**config.mk**
```make
export PLATFORM = sky130hd
export DESIGN_NAME = thresh_cmp_monitor
export DESIGN_NICKNAME = d
export VERILOG_FILES = /design/src/rtl/cmpmon_pkg.sv /design/src/rtl/cmpmon_cfg_decode.sv /design/src/rtl/cmpmon_slot_match.sv /design/src/rtl/cmpmon_judge.sv /design/src/rtl/cmpmon_core.sv /design/src/rtl/thresh_cmp_monitor.sv
export SDC_FILE = /design/constraint.sdc
export NUM_CORES = 1
export LEC_CHECK = 0
export BUFFER_PORTS_ARGS = -buffer_cell sky130_fd_sc_hd__buf_2
export CAP_MARGIN = 40
export CORE_AREA = 2 2 51 53
export CTS_BUF_LIST = sky130_fd_sc_hd__clkbuf_4
export CTS_CLUSTER_SIZE = 10
export DETAILED_ROUTE_END_ITERATION = 6
export DIE_AREA = 0 0 53 55
export PLACE_DENSITY = 0.73
export SKIP_LAST_GASP = 1
export SLEW_MARGIN = 5
export SYNTH_ARGS = -nofsm -noshare
export SYNTH_HDL_FRONTEND = slang
export SYNTH_HIERARCHICAL = 1
export SYNTH_SLANG_ARGS = --single-unit
```
**constraint.sdc**
```tcl
create_clock -name clk -period 1.7 [get_ports clk]
set_clock_uncertainty 0.05 [all_clocks]
set_input_delay 0.085 -clock clk [delete_from_list [all_inputs] [get_ports clk]]
set_output_delay 0.085 -clock clk [all_outputs]
set_load 0.02 [all_outputs]
```
**src/rtl/cmpmon_pkg.sv**
```systemverilog
package cmpmon_pkg;
    // Field placement inside the configuration word
    localparam int CFG_W        = 32;
    localparam int EN_BIT       = 0;
    localparam int IE_BIT       = 1;
    localparam int COND_BIT     = 2;
    localparam int SEL_LSB      = 3;
    localparam int MATCH_LSB    = 8;
    localparam int THR_LSB      = 16;

    // Default sizes
    localparam int DEF_DATA_W   = 12;
    localparam int DEF_CNT_W    = 4;
    localparam int DEF_SEL_W    = 3;
    localparam int DEF_IDX_W    = 3;

    typedef enum logic {
        COND_BELOW = 1'b0,
        COND_AT_OR_ABOVE = 1'b1
    } cmp_cond_e;
endpackage

```
**src/rtl/cmpmon_cfg_decode.sv**
```systemverilog
module cmpmon_cfg_decode
    import cmpmon_pkg::*;
#(
    parameter int DATA_W = DEF_DATA_W,
    parameter int CNT_W  = DEF_CNT_W,
    parameter int SEL_W  = DEF_SEL_W
) (
    input  logic [CFG_W-1:0]  cfg_word,
    output logic              en,
    output logic              ie,
    output cmp_cond_e         cond,
    output logic [SEL_W-1:0]  sel,
    output logic [CNT_W-1:0]  match_num,
    output logic [DATA_W-1:0] thr
);
    localparam logic [CFG_W-1:0] SEL_MASK   = {{(CFG_W-SEL_W){1'b0}}, {SEL_W{1'b1}}} << SEL_LSB;
    localparam logic [CFG_W-1:0] MATCH_MASK = {{(CFG_W-CNT_W){1'b0}}, {CNT_W{1'b1}}} << MATCH_LSB;
    localparam logic [CFG_W-1:0] THR_MASK   = {{(CFG_W-DATA_W){1'b0}}, {DATA_W{1'b1}}} << THR_LSB;
    localparam logic [CFG_W-1:0] FLAG_MASK  = (CFG_W'(1) << EN_BIT) | (CFG_W'(1) << IE_BIT)
                                            | (CFG_W'(1) << COND_BIT);
    localparam logic [CFG_W-1:0] USED_MASK  = SEL_MASK | MATCH_MASK | THR_MASK | FLAG_MASK;

    logic unused_cfg_bits;

    always_comb begin
        en        = cfg_word[EN_BIT];
        ie        = cfg_word[IE_BIT];
        cond      = cmp_cond_e'(cfg_word[COND_BIT]);
        sel       = cfg_word[SEL_LSB +: SEL_W];
        match_num = cfg_word[MATCH_LSB +: CNT_W];
        thr       = cfg_word[THR_LSB +: DATA_W];
    end

    assign unused_cfg_bits = ^(cfg_word & ~USED_MASK);
endmodule

```
**src/rtl/cmpmon_slot_match.sv**
```systemverilog
module cmpmon_slot_match #(
    parameter int SEL_W = 3,
    parameter int IDX_W = 3
) (
    input  logic             wr_valid,
    input  logic             wr_group,
    input  logic [IDX_W-1:0] wr_index,
    input  logic [SEL_W-1:0] sel,
    input  logic             en,
    output logic             hit
);
    // The top select bit picks the group; the remaining bits pick an index.
    localparam int LOW_W = SEL_W - 1;

    logic [IDX_W-1:0] want_index;
    logic             want_group;

    generate
        if (IDX_W > LOW_W) begin : g_wide_index
            assign want_index = {{(IDX_W-LOW_W){1'b0}}, sel[LOW_W-1:0]};
        end else begin : g_same_index
            assign want_index = sel[IDX_W-1:0];
        end
    endgenerate

    assign want_group = sel[SEL_W-1];

    always_comb begin
        hit = wr_valid && en && (wr_group == want_group) && (wr_index == want_index);
    end
endmodule

```
**src/rtl/cmpmon_judge.sv**
```systemverilog
module cmpmon_judge
    import cmpmon_pkg::*;
#(
    parameter int DATA_W = DEF_DATA_W
) (
    input  logic [DATA_W-1:0] data,
    input  logic [DATA_W-1:0] thr,
    input  cmp_cond_e         cond,
    output logic              at_or_above,
    output logic              qualifies
);
    always_comb begin
        at_or_above = (data >= thr);
        unique case (cond)
            COND_BELOW:       qualifies = !at_or_above;
            COND_AT_OR_ABOVE: qualifies = at_or_above;
            default:          qualifies = 1'b0;
        endcase
    end
endmodule

```
**src/rtl/cmpmon_core.sv**
```systemverilog
module cmpmon_core #(
    parameter int CNT_W = 4
) (
    input  logic             clk,
    input  logic             rst_n,
    input  logic             en,
    input  logic             ie,
    input  logic             hit,
    input  logic             at_or_above,
    input  logic             qualifies,
    input  logic [CNT_W-1:0] match_num,
    input  logic             clr_flag,
    output logic             flag,
    output logic             irq,
    output logic             live_out
);
    typedef struct packed {
        logic [CNT_W-1:0] cnt;
        logic             flag;
        logic             live;
    } core_state_t;

    core_state_t st_d, st_q;
    logic        set_now;

    always_comb begin
        st_d    = st_q;
        set_now = 1'b0;

        if (!en) begin
            st_d.cnt = '0;
        end else if (hit) begin
            st_d.live = at_or_above;
            if (qualifies) begin
                if (st_q.cnt == match_num) begin
                    set_now  = 1'b1;
                    st_d.cnt = '0;
                end else begin
                    st_d.cnt = st_q.cnt + 1'b1;
                end
            end else begin
                st_d.cnt = '0;
            end
        end

        // A hardware set takes priority over a software clear on the same edge
        if (set_now) begin
            st_d.flag = 1'b1;
        end else if (clr_flag) begin
            st_d.flag = 1'b0;
        end
    end

    always_ff @(posedge clk or negedge rst_n) begin
        if (!rst_n) begin
            st_q <= '0;
        end else begin
            st_q <= st_d;
        end
    end

    assign flag     = st_q.flag;
    assign live_out = st_q.live;
    assign irq      = st_q.flag & ie;
endmodule

```
**src/rtl/thresh_cmp_monitor.sv**
```systemverilog
module thresh_cmp_monitor
    import cmpmon_pkg::*;
#(
    parameter int DATA_W = DEF_DATA_W,
    parameter int CNT_W  = DEF_CNT_W,
    parameter int SEL_W  = DEF_SEL_W,
    parameter int IDX_W  = DEF_IDX_W
) (
    input  logic              clk,
    input  logic              rst_n,
    input  logic              wr_valid,
    input  logic              wr_group,
    input  logic [IDX_W-1:0]  wr_index,
    input  logic [DATA_W-1:0] wr_data,
    input  logic [CFG_W-1:0]  cfg_word,
    input  logic              clr_flag,
    output logic              cmp_flag,
    output logic              cmp_irq,
    output logic              cmp_out
);
    logic              en;
    logic              ie;
    cmp_cond_e         cond;
    logic [SEL_W-1:0]  sel;
    logic [CNT_W-1:0]  match_num;
    logic [DATA_W-1:0] thr;
    logic              hit;
    logic              at_or_above;
    logic              qualifies;

    cmpmon_cfg_decode #(
        .DATA_W (DATA_W),
        .CNT_W  (CNT_W),
        .SEL_W  (SEL_W)
    ) u_decode (
        .cfg_word  (cfg_word),
        .en        (en),
        .ie        (ie),
        .cond      (cond),
        .sel       (sel),
        .match_num (match_num),
        .thr       (thr)
    );

    cmpmon_slot_match #(
        .SEL_W (SEL_W),
        .IDX_W (IDX_W)
    ) u_slot (
        .wr_valid (wr_valid),
        .wr_group (wr_group),
        .wr_index (wr_index),
        .sel      (sel),
        .en       (en),
        .hit      (hit)
    );

    cmpmon_judge #(
        .DATA_W (DATA_W)
    ) u_judge (
        .data        (wr_data),
        .thr         (thr),
        .cond        (cond),
        .at_or_above (at_or_above),
        .qualifies   (qualifies)
    );

    cmpmon_core #(
        .CNT_W (CNT_W)
    ) u_core (
        .clk         (clk),
        .rst_n       (rst_n),
        .en          (en),
        .ie          (ie),
        .hit         (hit),
        .at_or_above (at_or_above),
        .qualifies   (qualifies),
        .match_num   (match_num),
        .clr_flag    (clr_flag),
        .flag        (cmp_flag),
        .irq         (cmp_irq),
        .live_out    (cmp_out)
    );
endmodule

```
## Yosys cells after proc, flatten, opt, wreduce, memory -nomap -nowiden

Cells that the tools add are included.

| word-level totals | value |
|---|---|
| register bits after elaboration | 6 |
| bits in read-only memories | 0 |
| memory bits (writable) | 0 |
| output and inout port bits | 3 |
| memories kept | 0 |
| logic and storage cells | 28 |
| latch bits | 0 |

| operators by class | value |
|---|---|
| bitwise operators | 2 |
| equal/unequal tests | 4 |
| add/subtract/negate cells | 1 |
| reduce and logical (&&, ||, !) cells | 6 |
| div/mod/pow operators | 0 |
| shift-type cells | 0 |
| mux-type cells | 11 |
| $mul | 0 |
| magnitude comparators | 1 |

Operators by type and width:

| operator | number |
|---|---|
| 2-to-1 mux 4 bit | 4 |
| >= comparator 12 bit | 1 |
| 2-to-1 mux 1 bit | 6 |
| adder 4 x 1 -> 4 bit (second input constant) | 1 |
| == test 4 bit | 1 |
| == test 3 x 2 -> 1 bit | 1 |
| logical AND 1 bit | 3 |
| != test 2 x 1 -> 1 bit (second input constant) | 1 |
| case mux 1 bit (2 select lines) | 1 |
| AND reduction 2 bit | 1 |
| nonzero test 2 bit | 1 |
| AND 1 bit | 1 |
| == test 1 bit | 1 |
| logical NOT 1 bit | 1 |
| inverter 1 bit | 1 |

## Depth between registers and ports, before layout

Gate-level depths: netlist of the first run.

| depth | value |
|---|---|
| word-level depth | 7 |
| mapped depth | 11 |

## Cells and area by module

Netlist of the first run, hierarchy kept.

By module, submodules not included:

| module | area each (um^2) | instances | cells each |
|---|---|---|---|
| cmpmon_core | 351.6 | 1 | 33 |
| cmpmon_judge | 346.6 | 1 | 45 |
| cmpmon_cfg_decode | 165.2 | 1 | 22 |
| cmpmon_slot_match | 46.3 | 1 | 5 |

## Worst setup path after synthesis of the first run

Ideal clock, no wire load.

| timing | value |
|---|---|
| kind | in2reg |
| from | input port cfg_word[23] |
| to | register u_core/st_q[4] (netlist name) |
| slack | -0.242 ns |
| arrival time | 1.828 ns |
| stages | 11 |
| path through | buf_4 > inv_1 > ha_1 > and2_1 > o2111ai_1 > o211a_1 > o311ai_2 > and3_1 > o41ai_4 > nor3b_1 > a21o_1 |

| on the way | value |
|---|---|
| word-level cells in the longest chain between the ends | 6 |

RTL lines:

| what | line | text |
|---|---|---|
| start: declaration | thresh_cmp_monitor.sv:15 | `input logic [CFG_W-1:0] cfg_word,` |
| >= comparator 12 bit (*) | cmpmon_judge.sv:13 | `at_or_above = (data >= thr);` |
| logical NOT 1 bit | cmpmon_judge.sv:15 | `COND_BELOW: qualifies = !at_or_above;` |
| case mux 1 bit (2 select lines) (*) | cmpmon_judge.sv:14 | `unique case (cond)` |
| via qualifies | thresh_cmp_monitor.sv:29 | `logic qualifies;` |
| 2-to-1 mux 4 bit (*) | cmpmon_core.sv:34 | `if (qualifies) begin` |
| 2-to-1 mux 4 bit (*) | cmpmon_core.sv:32 | `end else if (hit) begin` |
| 2-to-1 mux 4 bit (*) | cmpmon_core.sv:30 | `if (!en) begin` |
| end signal: assignment | cmpmon_core.sv:58 | `st_q <= st_d;` |
| end: declaration | cmpmon_core.sv:23 | `core_state_t st_d, st_q;` |

Mark *: on every way through the listed nets, which the timed path passes. The rest lies on a longest branch. The select of a mux whose other input is x is not followed.
A chain may end at the register's enable or synchronous reset.

## Worst setup path after layout of the first run

| timing | value |
|---|---|
| from | input port wr_data[7] |
| to | register u_core/st_q[3] (netlist name) |

| on the way | value |
|---|---|
| word-level cells in the longest chain between the ends | 6 |

RTL lines:

| what | line | text |
|---|---|---|
| start: declaration | thresh_cmp_monitor.sv:14 | `input logic [DATA_W-1:0] wr_data,` |
| >= comparator 12 bit (*) | cmpmon_judge.sv:13 |  |
| logical NOT 1 bit | cmpmon_judge.sv:15 |  |
| case mux 1 bit (2 select lines) (*) | cmpmon_judge.sv:14 |  |
| via qualifies | thresh_cmp_monitor.sv:29 |  |
| 2-to-1 mux 4 bit (*) | cmpmon_core.sv:34 |  |
| 2-to-1 mux 4 bit (*) | cmpmon_core.sv:32 |  |
| 2-to-1 mux 4 bit (*) | cmpmon_core.sv:30 |  |

Marked as above.

==> qor.csv, run 1 <==
metric;value;unit
setup_viol;0;
grt_antenna_before_repair;0;
numCtsBuffers;3;
yosysSeqAreaShare;0.165;
yosys-top-cells-area;buf_4, ha_1, dfrtp_1;
synth_fp_nets;170;
gp_congestion;0.797;
setup_tns;0;ns
dieArea;2920;sq um
post_synth_mux_area_share;0.0248;
ys.flop_type;dfrtp_1;
drc;0;
startpoint_type;primary input;
maxCapViolCount;0;
insertedDiodeCount;0;
synth_adder_area_share;0.179;
avgSynthCellArea;8.66;sq um
dpl.hpwl;1570;microns
synth-simple-area-share;0.120;
grt-ovfl-total;0;
rows;18;
final_nets;206;
async_reset_ff_frac;1.00;
tightest_slew;0.353;ns
grt_max_degree;7;
instances_no_fill;169;
cts_tree;yes;
grt.total_usage;0.132;
clockRootBuffer;clkbuf_4;
die_w;53;microns
start_util;0.385;
synth_top_family_by_area;buffers and inverters;
drive_above_1_share;0.561;
routed_wirelength;1750;microns
cp-end-kind;register;
route.vias.total;798;
p_total;510;uW
io_buffers;44;
crit_arrival;1.74;ns
critPathRequiredTime;1.82;ns
min_period_over_period;0.952;
die_h;55;microns
dp.cells;161;
syn_inst;105;
peakVddDrop;0.330;mV
vias_per_cell;4.72;
synth_top_area_frac;0.182;
ioPinCount;55;
wl_per_cell;10.4;microns
drt_iter0_drc;7;
yosys.area.top_type;buf_4;
criticalPathCategory;in2reg;
insertion_delay;0.24;ns
cp_max_fo;4;
synth_cell_types;29;
p_per_area;414;nW/um^2
grt_pass1_wl;2790;microns
synth_seq_cells;6;
cts_max_level;1;
synth_edf_count;0;
hold_viol;0;
max_freq;0.618;GHz
yosysWarnings;6;
drtAntennaViolNets;0;
cellLeakagePower;0.646;nW
areaGrowthSynthToFinish;35.5;%
dr.pass1.iters;4;
maxSlewViolCount;0;
worstHoldPathType;in2async;
min_period;1.62;ns
synth_compound_area_frac;0.183;
grt_pass1_vias;740;
relSlewSlack;0.763;
clock_sinks;6;
status;complete, no violations;
clk_pin_slew_worst_paths;0.04;ns
syn_area;910;sq um
clockBufferDepth;2;
synth_xor_area_frac;0.0853;
core_area;2360;sq um
==> sequential cells by signal, summed over array words and instances (netlist names) <==
signal / cells
u_core/flag: 1
u_core/live_out: 1
u_core/st_q: 4
==> synth_stat cells, drive strengths merged (2+ instances only) <==
cell and number:
buf 22, inv 15, ha 13, nand2 8, xor2 8, dfrtp 6, o21ai 5, a21oi 3
a21o 2, and2 2, mux2 2, nor4 2, o2111ai 2, o211a 2, o21bai 2
==> placed cells by master (no fill, tap or decap), types with 3 or more instances in the layout <==
cell,n
clkbuf_4,3
nand2_1,8
xor2_1,7
inv_1,12
dfrtp_1,6
buf_4,7
ha_4,5
buf_2,43
ha_1,8
inv_2,3
==> stage by stage <==
step	instance area (sq um)	util	setup WS, ns	hold slack [ns]
detailed placement	1120	0.476	-0.231	-0.133
global placement	1120	0.476	-0.148	-0.136
finish	1230	0.521	0.0819	0.144
floorplan	1010	-	-0.104	-0.261
global route	1230	0.521	-0.00232	0.136
CTS	1170	0.494	0.0231	0.138
==> report_power, final <==
group          switching, mW  leakage, nW  total, mW  internal, mW
logic                  0.105        0.549      0.231         0.126
registers            0.00267       0.0833      0.151         0.148
clock network         0.0484       0.0138      0.128        0.0796
total                  0.156        0.646      0.510         0.354
==> worst max-delay path: stages <==
cell	delay [ns]
buf_2	0.11
ha_4	0.26
and2_4	0.15
o2111ai_4	0.09
o211a_1	0.24
o311ai_2	0.21
and3_4	0.23
o41ai_4	0.09
buf_4	0.16
o21ai_2	0.10
==> cell families after synthesis <==
| kind of cell | Yosys count |
|---|---|
| buf+inv | 37 |
| compound gates | 20 |
| simple gates | 19 |
| fa+ha+maj | 13 |
| xor+xnor | 8 |
| flops | 6 |
| mux | 2 |
==> routing by layer <==
layer	global-route usage	part of all wire	vias up
li1	-	-	402
met1	0.136	0.39	361
met2	0.256	0.52	35
met3	0.0349	0.083	0
met4	0.0470	0	0
met5	0	0	-
==> area by class of cell <==
cell class                 count  area (sq um)
timing repair buffer          53           299
inverter                      15          56.3
sequential                     6           150
tap                           30          37.5
clock buffer                   3          22.5
multi-input combinational     62           667
fill                         223          1130
==> final timing paths <==
kind	slack (ns)	to	startpoint	depth (start not counted)
min in group clk	0.15	u_core/live_out$_DFFE_PN0P_	cfg_word[0]	3
max in group asynchronous	1.31	u_core/st_q[4]$_DFFE_PN0P_	rst_n	2
setup / recovery	0.08	u_core/st_q[3]$_DFFE_PN0P_	wr_data[7]	10
setup reg to reg	0.20	u_core/st_q[4]$_DFFE_PN0P_	u_core/st_q[3]$_DFFE_PN0P_	4
hold / removal	0.14	u_core/st_q[5]$_DFFE_PN0P_	rst_n	2
hold reg to reg	0.46	u_core/live_out$_DFFE_PN0P_	u_core/live_out$_DFFE_PN0P_	1
==> what timing repair did <==
action,CTS,global route
hold endpoints to repair,7,0
buffers inserted,0,3
gates resized for setup,0,7
hold buffers,2,0
setup endpoints to repair,0,3
Power figures use the tool's default switching activity.
==> run 2: changes to the inputs <==
--- a/config.mk
+++ b/config.mk
@@ -5,14 +5,14 @@
 export SDC_FILE = /design/constraint.sdc
 export NUM_CORES = 1
 export LEC_CHECK = 0
-export BUFFER_PORTS_ARGS = -buffer_cell sky130_fd_sc_hd__buf_2
 export CAP_MARGIN = 40
 export CORE_AREA = 2 2 51 53
 export CTS_BUF_LIST = sky130_fd_sc_hd__clkbuf_4
 export CTS_CLUSTER_SIZE = 10
 export DETAILED_ROUTE_END_ITERATION = 6
 export DIE_AREA = 0 0 53 55
-export PLACE_DENSITY = 0.73
+export DONT_BUFFER_PORTS = 1
+export SETUP_SLACK_MARGIN = 0.1
 export SKIP_LAST_GASP = 1
 export SLEW_MARGIN = 5
 export SYNTH_ARGS = -nofsm -noshare
==> run 2 against run 1 <==
  * First-iteration DRC count shrank 57%
  * Via count fell by 24%
  * Routed wire length down 19%
  * Power fell by 15%
  * Non-clock buffer count fell by 47
  * Critical path depth down 6
  * Die area unchanged
  * Sequential power rose by 4%
  * Count of clock-buffer cells in the layout unchanged
  * Sequential cell count stayed put
  * Worst hold slack lost 0.13 ns
  * Critical path type is now reg2reg
  * Critical endpoint is now u_core/st_q[4]$_DFFE_PN0P_
==> qor.csv, run 2 (synthesized netlist as in run 1, its figures left out) <==
metric;value;unit;change
grt_max_degree;7;;unchanged
start_util;0.385;;unchanged
instances_no_fill;122;;-28%
dpl.hpwl;1320;microns;-16%
routed_wirelength;1430;microns;-19%
route.vias.total;607;;-24%
maxCapViolCount;0;;unchanged
drt_iter0_drc;3;;-4
clk_pin_slew_worst_paths;0.04;ns;about the same
drc;0;;unchanged
clockRootBuffer;clkbuf_4;;
crit_arrival;1.64;ns;-0.10 ns
die_w;53;microns;unchanged
setup_viol;0;;unchanged
crit_chain;xor2_1 > o41ai_4 > o21bai_1 > a21o_1;;
hold_viol;0;;unchanged
p_clk_frac;0.289;;+0.038
criticalPathCategory;reg2reg;;
wl_per_cell;11.7;microns;+13%
clockBufferDepth;2;;unchanged
dieArea;2920;sq um;unchanged
cts_tree;yes;;
rows;18;;unchanged
largest_reg_flops;4;;unchanged
layout_commonest_cell;inv_1;;
worstHoldPathType;in2reg;;
startpoint_type;register;;
rsz0062_at_grt;true;;
critPathRequiredTime;1.78;ns;-0.04 ns
min_period;1.56;ns;-0.0612 ns
dr.pass1.iters;4;;unchanged
peakVddDrop;0.220;mV;-33%
top_register;u_core/st_q;;
r2r-end;u_core/st_q[4]$_DFFE_PN0P_;;
vias_per_cell;4.98;;+5.4%
cp_max_fo;5;;+1
insertion_delay;0.24;ns;about the same
final_cell_mix;inv_1, nand2_1, ha_1, xor2_1, dfrtp_1;;
multi_input_area;648;sq um;-2.8%
p_sw;125;uW;-20%
grt_antenna_before_repair;0;;unchanged
cts_max_level;1;;unchanged
min_period_over_period;0.916;;-0.0360
rr_worst_depth;4;;unchanged
dp.cells;116;;-28%
io_buffers;0;;-100%
worstHoldPathCells;2;;
areaGrowthSynthToFinish;6.05;%;
hold_start;cfg_word[0];;
tightest_slew;0.402;ns;+0.0485 ns
r2r_start;u_core/st_q[3]$_DFFE_PN0P_;;
finish.utilization;0.408;;-0.113
holdPathEnd;u_core/live_out$_DFFE_PN0P_;;
cellLeakagePower;0.447;nW;-31%
pwr-share-seq;0.361;;+0.065
clock_sinks;6;;unchanged
drtAntennaViolNets;0;;unchanged
gp_congestion;0.612;;-23%
grt_pass1_vias;598;;-19%
p_int;310;uW;-12%
grt_pass1_wl;2460;microns;-12%
fill_cells;249;;+12%
grt-ovfl-total;0;;unchanged
max_freq;0.642;GHz;+3.9%
p_per_area;451;nW/um^2;+9.1%
rrSetupSlack;0.14;ns;-0.06 ns
final_nets;159;;-23%
maxSlewViolCount;0;;unchanged
numCtsBuffers;3;;unchanged
cp-end-kind;register;;
ioPinCount;55;;unchanged
p_sw_frac;0.287;;-0.0183
crit_path_top_delay_cell;o41ai_4;;
p_total;436;uW;-15%
cpPeakStageDelay;0.49;ns;+0.23 ns
core_area;2360;sq um;unchanged
relSlewSlack;0.731;;-0.0313
die_h;55;microns;unchanged
register_area;150;sq um;unchanged
combPwrFrac;0.350;;-0.103
grt.total_usage;0.113;;-0.0183
insertedDiodeCount;0;;unchanged
drive_above_1_share;0.326;;-0.235
status;complete, no violations;;
## run 2: layout make-up
class | count | share of cell area
tap | 30 | 0.0389
inverter | 15 | 0.0584
sequential | 6 | 0.156
multi-input combinational | 62 | 0.672
timing repair buffer | 6 | 0.0519
clock buffer | 3 | 0.0233
## run 2: worst max-delay path: cells and delay by family (launching register included)
kind	cells	cell delay [ns]
xor+xnor	1	0.19
flops	1	0.42
compound gates	3	0.78
## run 2: worst max path at each step
stage	startpoint	endpoint	slack, ns	cells after the start
2_1_floorplan	cfg_word[18]	u_core/st_q[4]$_DFFE_PN0P_	-0.10	11
3_3_place_gp	cfg_word[23]	u_core/st_q[4]$_DFFE_PN0P_	-0.13	10
3_5_place_dp	cfg_word[22]	u_core/st_q[4]$_DFFE_PN0P_	-0.13	10
4_1_cts	cfg_word[23]	u_core/st_q[4]$_DFFE_PN0P_	0.12	10
5_1_grt	cfg_word[23]	u_core/st_q[4]$_DFFE_PN0P_	0.03	10
6_report	u_core/st_q[3]$_DFFE_PN0P_	u_core/st_q[4]$_DFFE_PN0P_	0.14	4
## run 2: routing by layer
metal / vias up / routed length (microns) / part of all wire / global-route usage
met3: 0 / 99 / 0.069 / 0.0134
li1: 309 / - / - / -
met2: 22 / 754 / 0.53 / 0.217
met4: 0 / 0 / 0 / 0.0513
met1: 276 / 571 / 0.40 / 0.126
met5: - / 0 / 0 / 0
## run 2: what timing repair did
item,4_1_cts,5_1_grt
setup buffers,0,1
hold endpoints to repair,7,0
hold buffers,2,0
endpoints found under the setup margin,0,1
resized for setup,0,1
## run 2: per-stage QoR
stage	hold slack (ns)	setup WS [ns]	setup TNS, ns	area [sq um]
floorplan	-0.261	-0.103	-0.103	1030
detailed placement	-0.260	-0.132	-0.132	910
finish	0.0179	0.143	0	965
CTS	0.0124	0.122	0	952
global route	0.0150	0.0339	0	965
global placement	-0.260	-0.129	-0.129	910
## run 2: power groups by stage
stage	sequential (mW)	combinational (mW)	clock, mW
2_1_floorplan	0.158	0.164	0
3_3_place_gp	0.160	0.142	0
5_1_grt	0.158	0.174	0.146
3_5_place_dp	0.160	0.148	0
4_1_cts	0.158	0.155	0.135
6_report	0.157	0.152	0.126
